**config.mk**
```make
export PLATFORM = sky130hd
export DESIGN_NAME = thresh_disc
export DESIGN_NICKNAME = d
export VERILOG_FILES = /design/src/rtl/disc_pkg.sv /design/src/rtl/disc_compare.sv /design/src/rtl/disc_stretch.sv /design/src/rtl/disc_counter.sv /design/src/rtl/thresh_disc.sv
export SDC_FILE = /design/constraint.sdc
export NUM_CORES = 1
export LEC_CHECK = 0
export BUFFER_PORTS_ARGS = -buffer_cell sky130_fd_sc_hd__buf_2
export CORE_MARGIN = 2
export CORE_UTILIZATION = 34
export CTS_CLUSTER_SIZE = 12
export DETAILED_ROUTE_END_ITERATION = 8
export GPL_ROUTABILITY_DRIVEN = 0
export GPL_TIMING_DRIVEN = 1
export SETUP_SLACK_MARGIN = 0.05
export SLEW_MARGIN = 40
export SYNTH_ARGS = -nofsm -noshare
export SYNTH_HDL_FRONTEND = slang
export SYNTH_SLANG_ARGS = --single-unit
```
**constraint.sdc**
```tcl
create_clock -name clk -period 3.8 [get_ports clk]
set_input_delay 0.38 -clock clk [delete_from_list [all_inputs] [get_ports clk]]
set_output_delay 0.38 -clock clk [all_outputs]
set_load 0.02 [all_outputs]
```
**src/rtl/disc_pkg.sv**
```systemverilog
package disc_pkg;
    parameter int SAMPLE_W = 12;
    parameter int WIDTH_W  = 8;
    parameter int COUNT_W  = 16;

    localparam int DEPTH_W = SAMPLE_W + 1;

    typedef logic signed [SAMPLE_W-1:0] sample_t;
    typedef logic signed [DEPTH_W-1:0]  depth_t;
    typedef logic        [SAMPLE_W-1:0] thresh_t;
    typedef logic        [WIDTH_W-1:0]  width_t;
    typedef logic        [COUNT_W-1:0]  count_t;

    localparam count_t COUNT_MAX = '1;

    typedef enum logic {
        ARM_OFF = 1'b0,
        ARM_ON  = 1'b1
    } arm_e;

    typedef struct packed {
        logic valid;
        logic above;
    } level_t;

    function automatic depth_t depth_below(input sample_t base, input sample_t smp);
        depth_t b, s;
        b = depth_t'(base);
        s = depth_t'(smp);
        return b - s;
    endfunction

    function automatic width_t eff_width(input width_t w);
        return (w == '0) ? width_t'(1) : w;
    endfunction
endpackage

```
**src/rtl/disc_compare.sv**
```systemverilog
module disc_compare
    import disc_pkg::*;
(
    input  logic    clk,
    input  logic    rst,
    input  logic    sample_valid,
    input  sample_t sample,
    input  sample_t baseline,
    input  thresh_t threshold,
    input  logic    veto,
    input  logic    busy,
    output logic    fire
);
    level_t lvl;
    arm_e   arm_q;
    depth_t depth;

    always_comb begin
        depth     = depth_below(baseline, sample);
        lvl.valid = sample_valid;
        lvl.above = depth > $signed({1'b0, threshold});
    end

    assign fire = lvl.valid && lvl.above && (arm_q == ARM_ON) && !veto && !busy;

    always_ff @(posedge clk) begin
        if (rst)
            arm_q <= ARM_ON;
        else if (lvl.valid)
            arm_q <= lvl.above ? ARM_OFF : ARM_ON;
    end

    AST_FIRE_NEEDS_ARM: assert property (@(posedge clk) disable iff (rst)
        fire |=> arm_q == ARM_OFF) else $error("fire left block armed");
endmodule

```
**src/rtl/disc_stretch.sv**
```systemverilog
module disc_stretch
    import disc_pkg::*;
(
    input  logic   clk,
    input  logic   rst,
    input  logic   fire,
    input  width_t width,
    output logic   active
);
    width_t remain_q;

    always_ff @(posedge clk) begin
        if (rst)
            remain_q <= '0;
        else if (fire)
            remain_q <= eff_width(width);
        else if (remain_q != '0)
            remain_q <= remain_q - width_t'(1);
    end

    assign active = (remain_q != '0);

    AST_ACTIVE_AFTER_FIRE: assert property (@(posedge clk) disable iff (rst)
        fire |=> active) else $error("fire did not start pulse");
endmodule

```
**src/rtl/disc_counter.sv**
```systemverilog
module disc_counter
    import disc_pkg::*;
(
    input  logic   clk,
    input  logic   rst,
    input  logic   clear,
    input  logic   inc,
    output count_t count
);
    always_ff @(posedge clk) begin
        if (rst || clear)
            count <= '0;
        else if (inc && count != COUNT_MAX)
            count <= count + count_t'(1);
    end

    AST_CLEAR_ZERO: assert property (@(posedge clk) disable iff (rst)
        clear |=> count == '0) else $error("clear ignored");
    AST_NO_OVERFLOW: assert property (@(posedge clk) disable iff (rst)
        (count == COUNT_MAX && !clear) |=> count == COUNT_MAX) else $error("wrap");
endmodule

```
**src/rtl/thresh_disc.sv**
```systemverilog
module thresh_disc
    import disc_pkg::*;
(
    input  logic                clk,
    input  logic                rst,
    input  logic                sample_valid,
    input  logic [SAMPLE_W-1:0] sample,
    input  logic [SAMPLE_W-1:0] baseline,
    input  logic [SAMPLE_W-1:0] threshold,
    input  logic [WIDTH_W-1:0]  out_width,
    input  logic                veto,
    input  logic                cnt_clear,
    output logic                pulse_out,
    output logic [COUNT_W-1:0]  hit_count
);
    logic fire;
    logic active;

    disc_compare u_cmp (
        .clk          (clk),
        .rst          (rst),
        .sample_valid (sample_valid),
        .sample       (sample_t'(sample)),
        .baseline     (sample_t'(baseline)),
        .threshold    (thresh_t'(threshold)),
        .veto         (veto),
        .busy         (active),
        .fire         (fire)
    );

    disc_stretch u_str (
        .clk    (clk),
        .rst    (rst),
        .fire   (fire),
        .width  (width_t'(out_width)),
        .active (active)
    );

    disc_counter u_cnt (
        .clk   (clk),
        .rst   (rst),
        .clear (cnt_clear),
        .inc   (fire),
        .count (hit_count)
    );

    assign pulse_out = active;

    AST_VETO_BLOCKS: assert property (@(posedge clk) disable iff (rst)
        $rose(pulse_out) |-> !$past(veto)) else $error("pulse under veto");
    AST_RISE_FROM_SAMPLE: assert property (@(posedge clk) disable iff (rst)
        $rose(pulse_out) |-> $past(sample_valid)) else $error("pulse without sample");
    AST_COUNT_FOLLOWS: assert property (@(posedge clk) disable iff (rst)
        ($rose(pulse_out) && !$past(cnt_clear) && $past(hit_count) != COUNT_MAX)
        |-> hit_count == $past(hit_count) + 16'd1) else $error("count step");
    AST_COUNT_STEADY: assert property (@(posedge clk) disable iff (rst)
        (!$rose(pulse_out) && !$past(cnt_clear)) |-> $stable(hit_count)) else $error("stray count");
endmodule

```
; ---- Yosys cells after proc, flatten, opt, wreduce, memory -nomap -nowiden
; Cells that the tools add are included.
[totals]
reg_bits = 25
in_bits = 49
output_inout_bits = 17
wordCells = 23
[op_classes]
add_sub_neg = 3
order_cmp = 1
eq_ne = 1
n_mux = 4
n_reduce_logical = 11
[ops]
columns = op, count
row1 = 8-bit two-way mux, 3
row2 = "16-bit by 1-bit adder with 16-bit output, second input constant", 1
row3 = "16-bit inequality test, second input constant", 1
row4 = 13-bit > comparator, 1
row5 = 12-bit by 12-bit subtractor with 13-bit output, 1
row6 = 8-bit logical NOT, 1
row7 = 8-bit nonzero test, 1
row8 = "8-bit by 1-bit subtractor with 8-bit output, second input constant", 1
row9 = 1-bit logical AND, 5
row10 = 1-bit logical NOT, 2
row11 = 2-bit nonzero test, 1
row12 = 1-bit logical OR, 1
row13 = 1-bit two-way mux, 1

; ---- Longest topological paths before layout
; Gate-level depths: netlist (run 1).
[depth]
ltp_word = 7
mapped_depth = 18
depth_no_buf = 16

; ---- Hierarchy
; Synthesis (run 1) repeated with hierarchy kept, for this count alone.
[unflattened]
hier_cells = 292
hier_area_um2 = 2319.7
[by_module_without_submodules]
columns = mod, n_inst, cells_per_inst, area_per_inst_um2, seq_area_each_um2
row1 = disc_compare, 1, 141, 978.4, 20.0
row2 = disc_counter, 1, 95, 847.1, 320.3
row3 = disc_stretch, 1, 56, 494.2, 160.2

; ---- Least setup slack after synthesis (run 1)
; OpenSTA, ideal clock, no wires.
[synth_path]
path_type = input to register
from = input port sample[1]
to = register u_cnt.count[10]
setup_time_ps = 70
arrival_time_ps = 3640
t_required_ps = 3730
path_slack_ps = 90
cell_stages = 16
n_path_buf = 1
path_cell_list = inv_1 > ha_1 > nor2b_1 > o31a_1 > nor4_1 > o311ai_0 > o41ai_1 > xnor2_1 > ha_1 > nand4_1 > nor3_1 > or3_4 > a31o_4 > buf_6 > or4_1 > a21oi_1
[synth_between]
elab_chain_cells = 7
[synth_lines]
columns = element, line
row1 = "start, declared", thresh_disc.sv:7  ; input logic [SAMPLE_W-1:0] sample,
row2 = 12-bit by 12-bit subtractor with 13-bit output, disc_pkg.sv:30  ; return b - s;
row3 = 13-bit > comparator, disc_compare.sv:21  ; lvl.above = depth > $signed({1'b0, threshold});
row4 = 1-bit logical AND (4 in series), disc_compare.sv:24  ; assign fire = lvl.valid && lvl.above && (arm_q == ARM_ON) && !veto && !busy;
row5 = 1-bit logical AND, disc_counter.sv:13  ; else if (inc && count != COUNT_MAX)
row6 = "end signal, assigned", disc_counter.sv:14  ; count <= count + count_t'(1);
row7 = "end, declared", disc_counter.sv:8  ; output count_t count
; No other way between the ends.
; A chain may end at the register's enable or synchronous reset.

; ---- Worst setup path in the final report (run 1)
[layout_path]
from = input port sample[1]
to = register u_cnt.count[14]
; Same word-level chain as after synthesis.

==> reports/results.ini, run 1 <==
[clock_tree]
clockBufferDepth = 2
cts_root_buffer = clkbuf_8
cts_tree = yes
numCtsBuffers = 3
postCtsHoldBufs = 0
clock-sinks = 25
clock_latency_ps = 270
ctsHtreeMaxLevel = 1
clkTransAtPathRegs_ps = 90

[worst_setup_path]
reg2reg_to = u_cnt.count[14]$_SDFFE_PP0P_
worst_path_most_repeated_cell = buf_6
worst_ep_required_time_ps = 4010
critPathSlowestCell = or4_1
cp-start-kind = primary input
reg2reg_depth = 10
cp_slowest_stage_delay_ps = 460
endpoint_kind = register
critPathArrivalTime_ps = 3870
path_class = primary input to register
reg2reg_from = u_str.remain_q[0]$_SDFFE_PP0P_
worstPathCellList = buf_6 -> inv_4 -> ha_4 -> nor2b_4 -> o31a_1 -> nor4_2 -> buf_4 -> o311ai_4 -> o41ai_2 -> xnor2_1 -> ha_1 -> nand4_1 -> nor3_2 -> or3_4 -> a31o_4 -> buf_6 -> or4_1 -> a21oi_1
critical_path_peak_fanout = 8
r2r_setup_slack_ps = 1270

[drt]
wl_per_cell_um = 13.6
wirelength_um = 6210
vias = 2515
drtIter0Drc = 124
drt_pass1_iterations = 4
antenna_left = 0
remaining_drc_errors = 0
vias_per_cell = 5.50

[placed_design]
post-place-cells = 449
placed_area_um2 = 2840
portBuffers = 65
dp_hpwl_um = 4860

[grt]
grtUsageTotal = 0.152
grt_max_degree = 16
grt_pass1_vias = 2125
grt_pass1_wl_um = 9590
antenna_found_initial = 0
gr-total-overflow = 0

[synth]
synth_edf_count = 0
yosys_warnings = 0
synth_flop_cell = dfxtp_1
yosysSeqAreaShare = 0.214
synth_nets = 371
synth_cells = 295
ys_async_sr_fraction = 0
synth_area_per_cell_um2 = 7.91
synth.distinct_cells = 60
yosys_register_bits = 25
synth_area_um2 = 2330

[finish]
final_area_um2 = 3030
final_cell_mix = buf_2, inv_1, dfxtp_1
nets = 454
syn_to_final_growth_pct = 29.8
final_cell_count_no_fill = 457
drive_gt1_frac = 0.316
post-route-util = 0.451
diodes = 0
final_common_cell = buf_2

[timing]
post-route-period-util = 0.964
fin_crit_ps = 3660
worstMarginPinSlew_ps = 592
max_slew_margin = 0.602
fmax_mhz = 273
finClkSkew_ps = 4.18
rsz0062_at_grt = yes
whs_ps = 349
maxSlewViolCount = 0
setup_viol = 0
hold_viol = 0

[floorplanning]
dieArea_um2 = 7540
fp.dieW_um = 86.8
core_um2 = 6720
rows = 30
start_util = 0.347
ios = 66
die_y_um = 86.8

[pwr]
power_density_nw_per_um2 = 383
p_leak_nw = 1.40
power.total_mw = 1.16
ir_worst_vdd_uv = 305

[outcome]
outcome = finished, final reports clean

[hold_path]
hold_path_class = primary input to register
hold_path_startpoint = sample_valid
min_to = u_cmp.arm_q$_SDFFE_PP1P_
min_path_cells = 3

[flow_run]
drv_cap = 0

[power breakdown]
part / switching [mW] / internal (mW) / leakage [nW]
Clock: 0.0852 / 0.0750 / 0.0228
Combinational: 0.364 / 0.291 / 1.17
Sequential: 0.0429 / 0.302 / 0.203
[layout make-up]
cell class	count	area, um2
fillers	691	3690
multi-input cells	229	1740
repair buffers	88	522
flip-flops and latches	25	500
inverters	31	119
well taps	80	100
clock buffers	4	45.0
[stage by stage]
stage          setup TNS (ps)  worst slack [ps]
2_1_floorplan               0              89.9
3_3_place_gp             -724             -96.6
3_5_place_dp            -2020              -201
4_1_cts                     0              53.5
5_1_grt                  -108             -37.3
6_report                    0               138
[per-layer routing]
layer | vias to the layer above | global-route usage | routed length (um)
met5 | - | 0 | 0
met4 | 0 | 0.0185 | 57
met3 | 12 | 0.0324 | 334
met2 | 66 | 0.239 | 2910
met1 | 1162 | 0.218 | 2910
li1 | 1275 | - | -
[state kept, by name, summed over array words and instances, names as in the netlist]
| register | flops |
|---|---|
| u_cmp.arm_q | 1 |
| u_cnt.count | 16 |
| u_str.remain_q | 8 |
[critical path: cells and delay by family]
| family | cells | cell delay (ps) |
|---|---|---|
| buffers and inverters | 4 | 450 |
| XOR/XNOR | 1 | 120 |
| AND/OR/NAND/NOR | 6 | 1330 |
| adder cells (fa/ha/maj) | 2 | 510 |
| AO/OA/AOI/OAI | 5 | 1100 |
[how the worst max path moves through the flow]
stage	start	to	slack (ps)	cells after the start
detailed placement	sample[1]	u_cnt.count[8]$_SDFFE_PP0P_	-200	17
global placement	sample[1]	u_cnt.count[4]$_SDFFE_PP0P_	-100	17
global route	sample[1]	u_cnt.count[14]$_SDFFE_PP0P_	-40	18
floorplan	sample[1]	u_cnt.count[10]$_SDFFE_PP0P_	90	16
CTS	sample[1]	u_cnt.count[6]$_SDFFE_PP0P_	50	17
finish	sample[1]	u_cnt.count[14]$_SDFFE_PP0P_	140	18
[kinds of logic (layout without fill, tap and decap cells)]
family | Yosys count | after routing | share of synthesized area
fa+ha+maj | 27 | 27 | 0.148
mux | 3 | 3 | 0.0129
simple gates | 107 | 107 | 0.251
flops | 25 | 25 | 0.214
buf+inv | 41 | 123 | 0.0745
xor+xnor | 9 | 9 | 0.0338
compound gates | 83 | 83 | 0.265
[cell usage after synthesis (all sizes together), types with 3 or more instances]
library cell	count	area, um2
nor2	22	82.6
clkbuf	4	15.0
or3	8	55.1
nor4	4	25.0
a21oi	22	121
o21a	6	45.0
o211ai	3	32.5
o311ai	3	26.3
o21ai	11	58.8
or4	8	60.1
a221oi	3	26.3
ha	26	325
a31oi	4	31.3
buf	6	42.5
a211o	3	27.5
o31a	3	27.5
inv	31	116
nand4	17	106
dfxtp	25	500
nand2	16	60.1
xnor2	9	78.8
o31ai	6	45.0
nand3	9	45.0
nor3	7	40.0
mux2i	3	30.0
and3	3	18.8
o41ai	3	26.3
[what timing repair did]
action                     4_1_cts  5_1_grt
resized for setup                0       28
setup buffers                    0        4
setup endpoints to repair        0       21
Note: power is estimated with default switching activity, not from simulation.
==> run 2: changes to the inputs <==
--- a/config.mk
+++ b/config.mk
@@ -7,4 +7,6 @@
 export LEC_CHECK = 0
 export BUFFER_PORTS_ARGS = -buffer_cell sky130_fd_sc_hd__buf_2
+export CELL_PAD_IN_SITES_DETAIL_PLACEMENT = 0
+export CELL_PAD_IN_SITES_GLOBAL_PLACEMENT = 1
 export CORE_MARGIN = 2
 export CORE_UTILIZATION = 34
@@ -13,4 +15,5 @@
 export GPL_ROUTABILITY_DRIVEN = 0
 export GPL_TIMING_DRIVEN = 1
+export PLACE_DENSITY_LB_ADDON = 0.1
 export SETUP_SLACK_MARGIN = 0.05
 export SLEW_MARGIN = 40
==> constraint.sdc (replaced) <==
create_clock -name clk -period 3.8 [get_ports clk]
set_input_delay 0.19 -clock clk [delete_from_list [all_inputs] [get_ports clk]]
set_output_delay 0.19 -clock clk [all_outputs]
set_load 0.02 [all_outputs]
==> reports/results.ini, run 2 (synthesized netlist as in run 1, its figures left out) <==
[timing]
final.setup.tns_ps = 0
post-route-period-util = 0.935
fin_crit_ps = 3550
max_slew_margin = 0.553
hold_viol = 0
maxSlewViolCount = 0
fmax_mhz = 281
finClkSkew_ps = 11.1
setup_viol = 0
worstMarginPinSlew_ps = 669
whs_ps = 189
rsz0062_at_grt = yes

[drt]
wl_per_cell_um = 14.1
drt_pass1_iterations = 4
drtIter0Drc = 100
wirelength_um = 6340
remaining_drc_errors = 0
antenna_left = 0
vias_per_cell = 5.38
vias = 2411

[pwr]
pwr-share-comb = 0.554
swShare = 0.431
p_leak_nw = 1.34
p_clk_frac = 0.144
ir_worst_vdd_uv = 253
p_int_mw = 0.647
p_sw_mw = 0.490
power_density_nw_per_um2 = 388
p_seq_frac = 0.302

[hold_path]
min_to = u_str.remain_q[5]$_SDFFE_PP0P_
hold_path_class = primary input to register
hold_path_startpoint = out_width[5]
min_path_cells = 3

[grt]
grt_max_degree = 16
grt_pass1_vias = 2103
gr-total-overflow = 0
grt_pass1_wl_um = 9620
antenna_found_initial = 0
grtUsageTotal = 0.154

[clock_tree]
clock-sinks = 25
clock_latency_ps = 270
post-cts-setup-buffers = 0
clkTransAtPathRegs_ps = 100
numCtsBuffers = 3
cts_tree = yes
cts_root_buffer = clkbuf_8
ctsHtreeMaxLevel = 1
postCtsHoldBufs = 0
clockBufferDepth = 2
cts_resized = 0

[worst_setup_path]
critPathLaunch = baseline[0]
reg2reg_to = u_cnt.count[6]$_SDFFE_PP0P_
r2r_setup_slack_ps = 1310
path_class = primary input to register
critPathSlowestCell = or4_1
cp-start-kind = primary input
critical_path_peak_fanout = 7
endpoint_kind = register
cp_slowest_stage_delay_ps = 520
reg2reg_depth = 10
worst_ep_required_time_ps = 4020
critPathArrivalTime_ps = 3770
reg2reg_from = u_str.remain_q[0]$_SDFFE_PP0P_
worstPathCellList = buf_2 -> inv_1 -> ha_1 -> fa_1 -> and2b_1 -> o31a_2 -> o22ai_1 -> o21bai_1 -> a21oi_1 -> xnor2_1 -> ha_1 -> a211o_2 -> a21oi_1 -> or3_4 -> a31o_4 -> or4_1 -> a21oi_2

[finish]
final_common_cell = buf_2
regMostFlops = u_cnt.count
diodes = 0
largest_register_ffs = 16
fillers = 719
reg.largest.list = u_cnt.count x16, u_str.remain_q x8, u_cmp.arm_q x1
drive_gt1_frac = 0.293
final_cell_count_no_fill = 448
nets = 445
final_cell_mix = buf_2, inv_1, ha_1
syn_to_final_growth_pct = 25.6

[flow_run]
drv_cap = 0

[floorplanning]
core_um2 = 6720
rows = 30
fp.dieW_um = 86.8
die_y_um = 86.8
ios = 66
dieArea_um2 = 7540
start_util = 0.347

[placed_design]
dp_hpwl_um = 4830
portBuffers = 65
post-place-cells = 443

[outcome]
outcome = finished, final reports clean

[run 2: worst max-delay path by stage]
| stage | slack (ps) | endpoint |
|---|---|---|
| global route | 40 | u_cnt.count[14]$_SDFFE_PP0P_ |
| finish | 250 | u_cnt.count[14]$_SDFFE_PP0P_ |
| floorplan | 280 | u_cnt.count[10]$_SDFFE_PP0P_ |
| detailed placement | -80 | u_cnt.count[6]$_SDFFE_PP0P_ |
| CTS | 170 | u_cnt.count[10]$_SDFFE_PP0P_ |
| global placement | 70 | u_cnt.count[8]$_SDFFE_PP0P_ |
[run 2: cell type report]
class | instances | area (um2) | share of cell area
inverter | 31 | 116 | 0.0397
tap | 80 | 100 | 0.0341
sequential | 25 | 500 | 0.171
timing repair buffer | 78 | 423 | 0.144
clock buffer | 4 | 45.0 | 0.0154
multi-input combinational | 230 | 1750 | 0.596
[run 2: per-stage QoR]
step                      setup WS (ps)  instance area (um2)  power [mW]   util
after global placement             73.2                 2800       0.955  0.417
after detailed placement          -80.5                 2800       0.953  0.417
after CTS                           173                 2840        1.12  0.423
after global routing               36.5                 2930        1.23  0.436
final                               247                 2930        1.14  0.436
after floorplan                     280                 2330       0.814      -
[run 2: critical path, delay by kind of cell]
kind,cells,cell delay [ps]
compound gates,8,1400
simple gates,3,1120
fa+ha+maj,3,800
buf+inv,2,140
xor+xnor,1,100
[run 2: power by group through the flow]
stage	sequential (mW)	clock (mW)	combinational, mW
global placement	0.348	0	0.607
floorplan	0.340	0	0.474
finish	0.343	0.163	0.630
global route	0.349	0.176	0.706
CTS	0.342	0.167	0.606
detailed placement	0.348	0	0.605
[run 2: layer usage]
metal | routed length, um | vias up | track usage
li1 | - | 1262 | -
met1 | 3420 | 1089 | 0.236
met2 | 2630 | 58 | 0.235
met3 | 276 | 2 | 0.0257
met4 | 6 | 0 | 0.00852
met5 | 0 | - | 0
